File: config.mk
export PLATFORM = sky130hd
export DESIGN_NAME = frac_ratio_stage
export DESIGN_NICKNAME = d
export VERILOG_FILES = /design/src/rtl/frac_stage_pkg.sv /design/src/rtl/frac_stage_dec.sv /design/src/rtl/frac_stage_chan.sv /design/src/rtl/frac_ratio_stage.sv
export SDC_FILE = /design/constraint.sdc
export NUM_CORES = 1
export LEC_CHECK = 0
export ABC_AREA = 1
export BUFFER_PORTS_ARGS = -buffer_cell sky130_fd_sc_hd__buf_4
export CAP_MARGIN = 20
export CELL_PAD_IN_SITES_DETAIL_PLACEMENT = 0
export CELL_PAD_IN_SITES_GLOBAL_PLACEMENT = 1
export CORE_ASPECT_RATIO = 1.5
export CORE_MARGIN = 10
export CORE_UTILIZATION = 40
export CTS_BUF_LIST = sky130_fd_sc_hd__clkbuf_8
export CTS_CLUSTER_SIZE = 14
export DETAILED_ROUTE_END_ITERATION = 7
export PLACE_DENSITY_LB_ADDON = 0.1
export SYNTH_ARGS = -nofsm -noshare
export SYNTH_HDL_FRONTEND = slang
export SYNTH_SLANG_ARGS = --single-unit
File: constraint.sdc
create_clock -name clk -period 1.35 [get_ports clk]
set_input_delay 0.2025 -clock clk [delete_from_list [all_inputs] [get_ports clk]]
set_output_delay 0.2025 -clock clk [all_outputs]
set_load 0.1 [all_outputs]
File: src/rtl/frac_stage_pkg.sv
package frac_stage_pkg;
    localparam int ADDR_W  = 4;
    localparam int DATA_W  = 12;
    localparam int IDX_W   = 9;
    localparam int HI_W    = 10;
    localparam int LO_W    = 8;
    localparam int FULL_W  = HI_W + LO_W;

    typedef enum logic [ADDR_W-1:0] {
        REG_MAIN_IDX = 4'd0,
        REG_MAIN_HI  = 4'd1,
        REG_MAIN_LO  = 4'd2,
        REG_AUX_IDX  = 4'd3,
        REG_AUX_DIV  = 4'd4
    } reg_sel_e;

    typedef struct packed {
        logic main_idx;
        logic main_hi;
        logic main_lo;
        logic aux_idx;
        logic aux_div;
    } wr_strobe_t;

    function automatic wr_strobe_t decode_write(input logic en, input logic [ADDR_W-1:0] addr);
        wr_strobe_t s;
        s.main_idx = en && (addr == REG_MAIN_IDX);
        s.main_hi  = en && (addr == REG_MAIN_HI);
        s.main_lo  = en && (addr == REG_MAIN_LO);
        s.aux_idx  = en && (addr == REG_AUX_IDX);
        s.aux_div  = en && (addr == REG_AUX_DIV);
        return s;
    endfunction
endpackage

File: src/rtl/frac_stage_dec.sv
module frac_stage_dec
    import frac_stage_pkg::*;
(
    input  logic              wr_en,
    input  logic [ADDR_W-1:0] wr_addr,
    output wr_strobe_t        strobe
);
    always_comb strobe = decode_write(wr_en, wr_addr);
endmodule

File: src/rtl/frac_stage_chan.sv
module frac_stage_chan
    import frac_stage_pkg::*;
#(
    parameter bit SPLIT = 1'b1,
    localparam int OUT_W = SPLIT ? FULL_W : HI_W
) (
    input  logic              clk,
    input  logic              rst,
    input  logic              idx_we,
    input  logic              hi_we,
    input  logic              lo_we,
    input  logic [DATA_W-1:0] wr_data,
    input  logic              int_mode,
    input  logic              narrow,
    output logic [IDX_W-1:0]  act_idx,
    output logic [OUT_W-1:0]  act_div,
    output logic              upd
);
    logic [IDX_W-1:0] sh_idx;
    logic [OUT_W-1:0] commit_div;
    logic [DATA_W-HI_W-1:0] unused_hi_bits;

    assign unused_hi_bits = wr_data[DATA_W-1:HI_W];

    generate
        if (SPLIT) begin : g_split
            logic [LO_W-1:0] sh_lo;
            always_ff @(posedge clk) begin
                if (rst)        sh_lo <= '0;
                else if (lo_we) sh_lo <= wr_data[LO_W-1:0];
            end
            always_comb begin
                if (narrow) commit_div = {{(OUT_W-HI_W){wr_data[HI_W-1]}}, wr_data[HI_W-1:0]};
                else        commit_div = {wr_data[HI_W-1:0], sh_lo};
            end

            AST_NARROW_SEXT: assert property (@(posedge clk) disable iff (rst)
                hi_we && narrow |=> $signed(act_div) == $signed($past(wr_data[HI_W-1:0])));
        end else begin : g_plain
            logic unused_plain;
            assign unused_plain = lo_we ^ narrow;
            always_comb commit_div = wr_data[HI_W-1:0];
        end
    endgenerate

    always_ff @(posedge clk) begin
        if (rst) begin
            sh_idx  <= '0;
            act_idx <= '0;
            act_div <= '0;
            upd     <= 1'b0;
        end else begin
            upd <= 1'b0;
            if (idx_we) begin
                sh_idx <= wr_data[IDX_W-1:0];
                if (int_mode) begin
                    act_idx <= wr_data[IDX_W-1:0];
                    upd     <= 1'b1;
                end
            end
            if (hi_we) begin
                act_idx <= sh_idx;
                act_div <= commit_div;
                upd     <= 1'b1;
            end
        end
    end

    AST_COMMIT_PULSE: assert property (@(posedge clk) disable iff (rst)
        hi_we |=> upd);

    AST_HOLD_WITHOUT_UPD: assert property (@(posedge clk) disable iff (rst)
        !upd && !$past(rst) |-> $stable(act_idx) && $stable(act_div));

    AST_INT_IDX_NOW: assert property (@(posedge clk) disable iff (rst)
        idx_we && int_mode && !hi_we |=> act_idx == $past(wr_data[IDX_W-1:0]) && $stable(act_div));

    AST_FRAC_IDX_WAITS: assert property (@(posedge clk) disable iff (rst)
        idx_we && !int_mode && !hi_we |=> $stable(act_idx));
endmodule

File: src/rtl/frac_ratio_stage.sv
module frac_ratio_stage
    import frac_stage_pkg::*;
(
    input  logic              clk,
    input  logic              rst,
    input  logic              wr_en,
    input  logic [ADDR_W-1:0] wr_addr,
    input  logic [DATA_W-1:0] wr_data,
    input  logic              main_int_mode,
    input  logic              main_res10,
    input  logic              aux_int_mode,
    output logic [IDX_W-1:0]  main_idx_o,
    output logic [FULL_W-1:0] main_div_o,
    output logic              main_upd_o,
    output logic [IDX_W-1:0]  aux_idx_o,
    output logic [HI_W-1:0]   aux_div_o,
    output logic              aux_upd_o
);
    wr_strobe_t strobe;

    frac_stage_dec u_dec (
        .wr_en   (wr_en),
        .wr_addr (wr_addr),
        .strobe  (strobe)
    );

    frac_stage_chan #(.SPLIT(1'b1)) u_main (
        .clk      (clk),
        .rst      (rst),
        .idx_we   (strobe.main_idx),
        .hi_we    (strobe.main_hi),
        .lo_we    (strobe.main_lo),
        .wr_data  (wr_data),
        .int_mode (main_int_mode),
        .narrow   (main_res10),
        .act_idx  (main_idx_o),
        .act_div  (main_div_o),
        .upd      (main_upd_o)
    );

    frac_stage_chan #(.SPLIT(1'b0)) u_aux (
        .clk      (clk),
        .rst      (rst),
        .idx_we   (strobe.aux_idx),
        .hi_we    (strobe.aux_div),
        .lo_we    (1'b0),
        .wr_data  (wr_data),
        .int_mode (aux_int_mode),
        .narrow   (1'b0),
        .act_idx  (aux_idx_o),
        .act_div  (aux_div_o),
        .upd      (aux_upd_o)
    );

    AST_SINGLE_CHANNEL_UPD: assert property (@(posedge clk) disable iff (rst)
        !(main_upd_o && aux_upd_o));

    AST_NO_WRITE_NO_UPD: assert property (@(posedge clk) disable iff (rst)
        !wr_en |=> !main_upd_o && !aux_upd_o);
endmodule

# ---- Word level (Yosys, flattened, before mapping)
# Index checks and enable logic that the tools add are counted.
dict set report totals {
  register_bits 74
  output_inout_bits 48
  elab_cells 38
}
dict set report op_classes {
  eq_ne 4
  mux 13
  reduce_logical 12
}
# operator count
set ops {}
lappend ops {{2-to-1 mux 9 bit} 6}
lappend ops {{2-to-1 mux 17 bit} 1}
lappend ops {{equality test 4 x 2 -> 1 bit, second input constant} 2}
lappend ops {{nonzero test 2 bit} 4}
lappend ops {{2-to-1 mux 1 bit} 6}
lappend ops {{logical AND 1 bit} 5}
lappend ops {{equality test 4 x 1 -> 1 bit, second input constant} 1}
lappend ops {{equality test 4 x 3 -> 1 bit, second input constant} 1}
lappend ops {{logical NOT 4 bit} 1}
lappend ops {{AND reduction 2 bit} 2}

# ---- Logic depth before layout (Yosys ltp)
dict set report depth {
  word_depth 4
  depth_mapped 8
}

# ---- Hierarchy
# From an unflattened synthesis, not the netlist that was laid out.
dict set report hier_totals {
  cells_unflattened 467
  hier_area_um2 3166.8
}
# mod n_inst cells_each area_each_um2 seq_area_each_um2
set by_module_without_submodules {}
lappend by_module_without_submodules {{frac_stage_chan at u_main} 1 280 1918.1 900.9}
lappend by_module_without_submodules {{frac_stage_chan at u_aux} 1 171 1184.9 580.6}
lappend by_module_without_submodules {frac_stage_dec 1 15 60.1 0.0}
lappend by_module_without_submodules {frac_ratio_stage 1 1 3.8 0.0}

# ---- Worst setup path after synthesis
# Ideal clock, no wire load.
dict set report synth_timing {
  kind {register -> register}
  from {register u_aux.act_idx[7] (netlist name)}
  to {register u_aux.act_idx[7]}
  setup_time_ns 0.064
  arrival_time_ns 1.235
  setup_slack_ns 0.051
  path_stages_with_launch 5
  path_buffers 0
  synth_period_minus_slack_ns 1.299
  cell_sequence {dfxtp_1 > inv_1 > nand3_1 > nand2_1 > nor2_1}
}
# item line_no
set synth_rtl {}
lappend synth_rtl {{end signal: assignment} frac_stage_chan.sv:57} ;# act_idx <= wr_data[IDX_W-1:0];
lappend synth_rtl {{end signal: assignment} frac_stage_chan.sv:62} ;# act_idx <= sh_idx;
lappend synth_rtl {{end: declaration} frac_stage_chan.sv:15} ;# output logic [IDX_W-1:0] act_idx,

# ---- Worst setup path after layout
dict set report layout_timing {
  from {register u_aux.act_div[6]}
  to {output port aux_div_o[6]}
}
# item line_no
set layout_rtl {}
lappend layout_rtl {{start: declaration} frac_stage_chan.sv:16} ;# output logic [OUT_W-1:0] act_div,
lappend layout_rtl {{start signal: assignment} frac_stage_chan.sv:63} ;# act_div <= commit_div;
lappend layout_rtl {{end: declaration} frac_ratio_stage.sv:16} ;# output logic [HI_W-1:0] aux_div_o,
# No word-level cell between the ends.

==> flow_metrics.tcl <==
set metrics [dict create \
    syn_inst 473 \
    max-vdd-ir-drop_uv 518 \
    drive_gt1_share_pct 20.6 \
    syn-num-nets 495 \
    switching_power_mw 1.28 \
    final_nets 564 \
    path_class "reg2out" \
    end_kind "output pin" \
    power_density_nw_per_um2 1060 \
    cts_tree "yes" \
    hold_violations 0 \
    initial_core_util_pct 41.2 \
    synth.distinct_cells 23 \
    crit_family "flip-flops" \
    finalSetupViolations 0 \
    cts_setup_buffers 0 \
    cp.required_ns 1.15 \
    grt_usage_pct 14.7 \
    r2r_end "u_main.act_div[0]" \
    crit_path_max_incr_delay_ns 0.35 \
    drc_errors 0 \
    place.gp.congestion 0.764 \
    root_buffer "clkbuf_8" \
    placed_cells 636 \
    viasPerCell 4.80 \
    tightest_slew_ns 0.459 \
    core-area_um2 8110 \
    slew_viol_final 0 \
    max_cap_viol_count 0 \
    portBuffers 67 \
    htree_levels 3 \
    final_cell_mix "nand2_1 (95), buf_4 (84), dfxtp_1 (74)" \
    clockBufferDepth 2 \
    ys_ff_latch 74 \
    worstReg2RegStart "u_main.g_split.sh_lo[0]" \
    grt_max_degree 38 \
    vias 3114 \
    avgSynthCellArea_um2 7.07 \
    grt.overflow.total 0 \
    clk_latency_ns 0.35 \
    hold_path.startpoint "wr_data[9]" \
    hold_path_class "in2reg" \
    grt_pass1_vias 2945 \
    fin_skew_ns 0.00208 \
    arrival_ns 1.01 \
    rsz0062_at_grt "false" \
    final_cell_count_no_fill 649 \
    whs_path_depth 3 \
    finalCriticalPeriod_ns 1.21 \
    internal-power_mw 3.14 \
    setup_tns_ns 0 \
    status "complete, no violations" \
    die-width_um 94.6 \
    n_antenna_cell 0 \
    ys_warn_count 0 \
    fp-row-count 40 \
    path_buf_inv 1 \
    slew_headroom_pct 69.3 \
    max_freq_ghz 0.828 \
    hold_slack_ns 0.148 \
    synth_area_um2 3340 \
    cts.repair.resized 0 \
    clkTransAtPathRegs_ns 0.07 \
    ff2ff_setup_slack_ns 0.50 \
    cts_sinks 74 \
    grt_pass1_wl_um 14600 \
    pwr-share-clk_pct 33.4 \
    wire_per_inst_um 13.9 \
    rr_worst_depth 4 \
    critPathMaxFanout 2 \
    combPwrFrac_pct 15.9 \
    leakagePower_nw 1.88 \
    die-area_um2 12500 \
    cts_hold_buf 0 \
    final_antenna_net_count 0 \
    drt_iter0_markers 161 \
    p_sw_share_pct 29.0 \
    pwr-share-seq_pct 50.8 \
    design.portCount 70 \
    die_h_um 132 \
    seq_area_frac_synth_pct 44.3 \
    antenna_found_initial 0 \
    holdPathEnd "u_main.act_div[17]" \
    finalCritPeriodShare_pct 89.5 \
    layout_commonest_cell "nand2_1" \
    numCtsBuffers 9 \
    slowest_stage "dfxtp_1" \
    drt_pass1_iterations 4 \
    crit_chain "buf_4" \
    start_kind "register" \
    finalWirelength_um 9030 \
    hpwl_um 6360 \
    areaGrowthSynthToFinish_pct 25.1 \
]
-- sequential cells by signal, summed over array words and instances, names as in the netlist --
| signal | cells |
|---|---|
| u_aux.act_idx | 9 |
| u_aux.sh_idx | 9 |
| u_main.act_div | 18 |
| u_aux.act_div | 10 |
| u_aux.upd | 1 |
| u_main.sh_idx | 9 |
| u_main.upd | 1 |
| u_main.act_idx | 9 |
| u_main.g_split.sh_lo | 8 |
-- cell type report --
cell class                 count  area (um^2)
tap                          105          131
timing repair buffer          88          711
clock buffer                  11          151
sequential                    74         1480
clock inverter                 2         7.51
inverter                      61          229
multi-input combinational    308         1470
fill                         874         3930
-- stage by stage --
step	cell area, um^2	setup slack, ns	total power [mW]	util (%)
floorplan	3340	0.0510	2.77	-
finish	4180	0.142	4.43	51.6
global placement	4020	0.0584	3.00	49.6
detailed placement	4020	0.0237	3.00	49.6
global route	4180	0.103	4.62	51.6
CTS	4180	0.118	4.50	51.6
-- cells in the mapped netlist --
| library cell | instances | area, um^2 |
|---|---|---|
| nand2_4 | 1 | 11.3 |
| nand3_2 | 3 | 30.0 |
| dfxtp_1 | 74 | 1480 |
| nand4_1 | 18 | 113 |
| nor2_1 | 39 | 146 |
| clkinv_1 | 1 | 3.75 |
| nor2_2 | 1 | 6.26 |
| nor2_4 | 3 | 33.8 |
| clkbuf_1 | 12 | 45.0 |
| buf_2 | 13 | 65.1 |
| o211ai_2 | 1 | 12.5 |
| nand2_1 | 95 | 357 |
| inv_1 | 59 | 221 |
| nand4_4 | 1 | 21.3 |
| inv_2 | 1 | 3.75 |
| buf_6 | 4 | 45.0 |
| o21ai_1 | 1 | 5.00 |
| o21ai_0 | 43 | 215 |
| nand2_2 | 1 | 6.26 |
| buf_4 | 1 | 7.51 |
| a21oi_1 | 54 | 270 |
| nand3_1 | 46 | 230 |
| nand4_2 | 1 | 12.5 |
-- worst register-to-register path, stage by stage, from the launching register on --
cell and delay (ns):
dfxtp_1 0.31, inv_1 0.04, o21ai_0 0.20, nand3_1 0.10, a21oi_1 0.13
-- kinds of logic (layout without fill, tap and decap cells) --
logic type / after synthesis / in the layout / share of synthesized area (%)
AO/OA/AOI/OAI: 99 / 99 / 15.0
buffers and inverters: 91 / 162 / 11.7
flip-flops: 74 / 74 / 44.3
AND/OR/NAND/NOR: 209 / 209 / 28.9
-- worst max-delay path by stage --
stage / startpoint / end / slack, ns / depth (start not counted)
finish: u_aux.act_div[6] / aux_div_o[6] / 0.14 / 1
global route: u_aux.act_div[1] / aux_div_o[1] / 0.10 / 1
CTS: u_aux.act_div[6] / aux_div_o[6] / 0.12 / 1
detailed placement: wr_addr[2] / u_main.act_idx[4] / 0.02 / 8
global placement: wr_addr[2] / u_main.act_idx[4] / 0.06 / 8
floorplan: u_aux.act_idx[7] / u_aux.act_idx[7] / 0.05 / 4
-- layer usage --
| metal | GRT usage [%] | share of wire (%) | vias to the layer above |
|---|---|---|---|
| met3 | 4.62 | 7.5 | 13 |
| met4 | 8.01 | 2.2 | 0 |
| met5 | 0 | 0 | - |
| met2 | 21.4 | 44 | 73 |
| li1 | - | - | 1662 |
| met1 | 18.5 | 46 | 1366 |
-- power by group through the flow --
stage / Clock, mW / Combinational (mW) / Sequential (mW)
after floorplan: 0 / 0.257 / 2.52
after global placement: 0 / 0.700 / 2.30
after detailed placement: 0 / 0.705 / 2.30
after CTS: 1.54 / 0.706 / 2.25
after global routing: 1.60 / 0.761 / 2.25
final: 1.48 / 0.703 / 2.25
No activity file was read; power rests on OpenSTA's default activity.
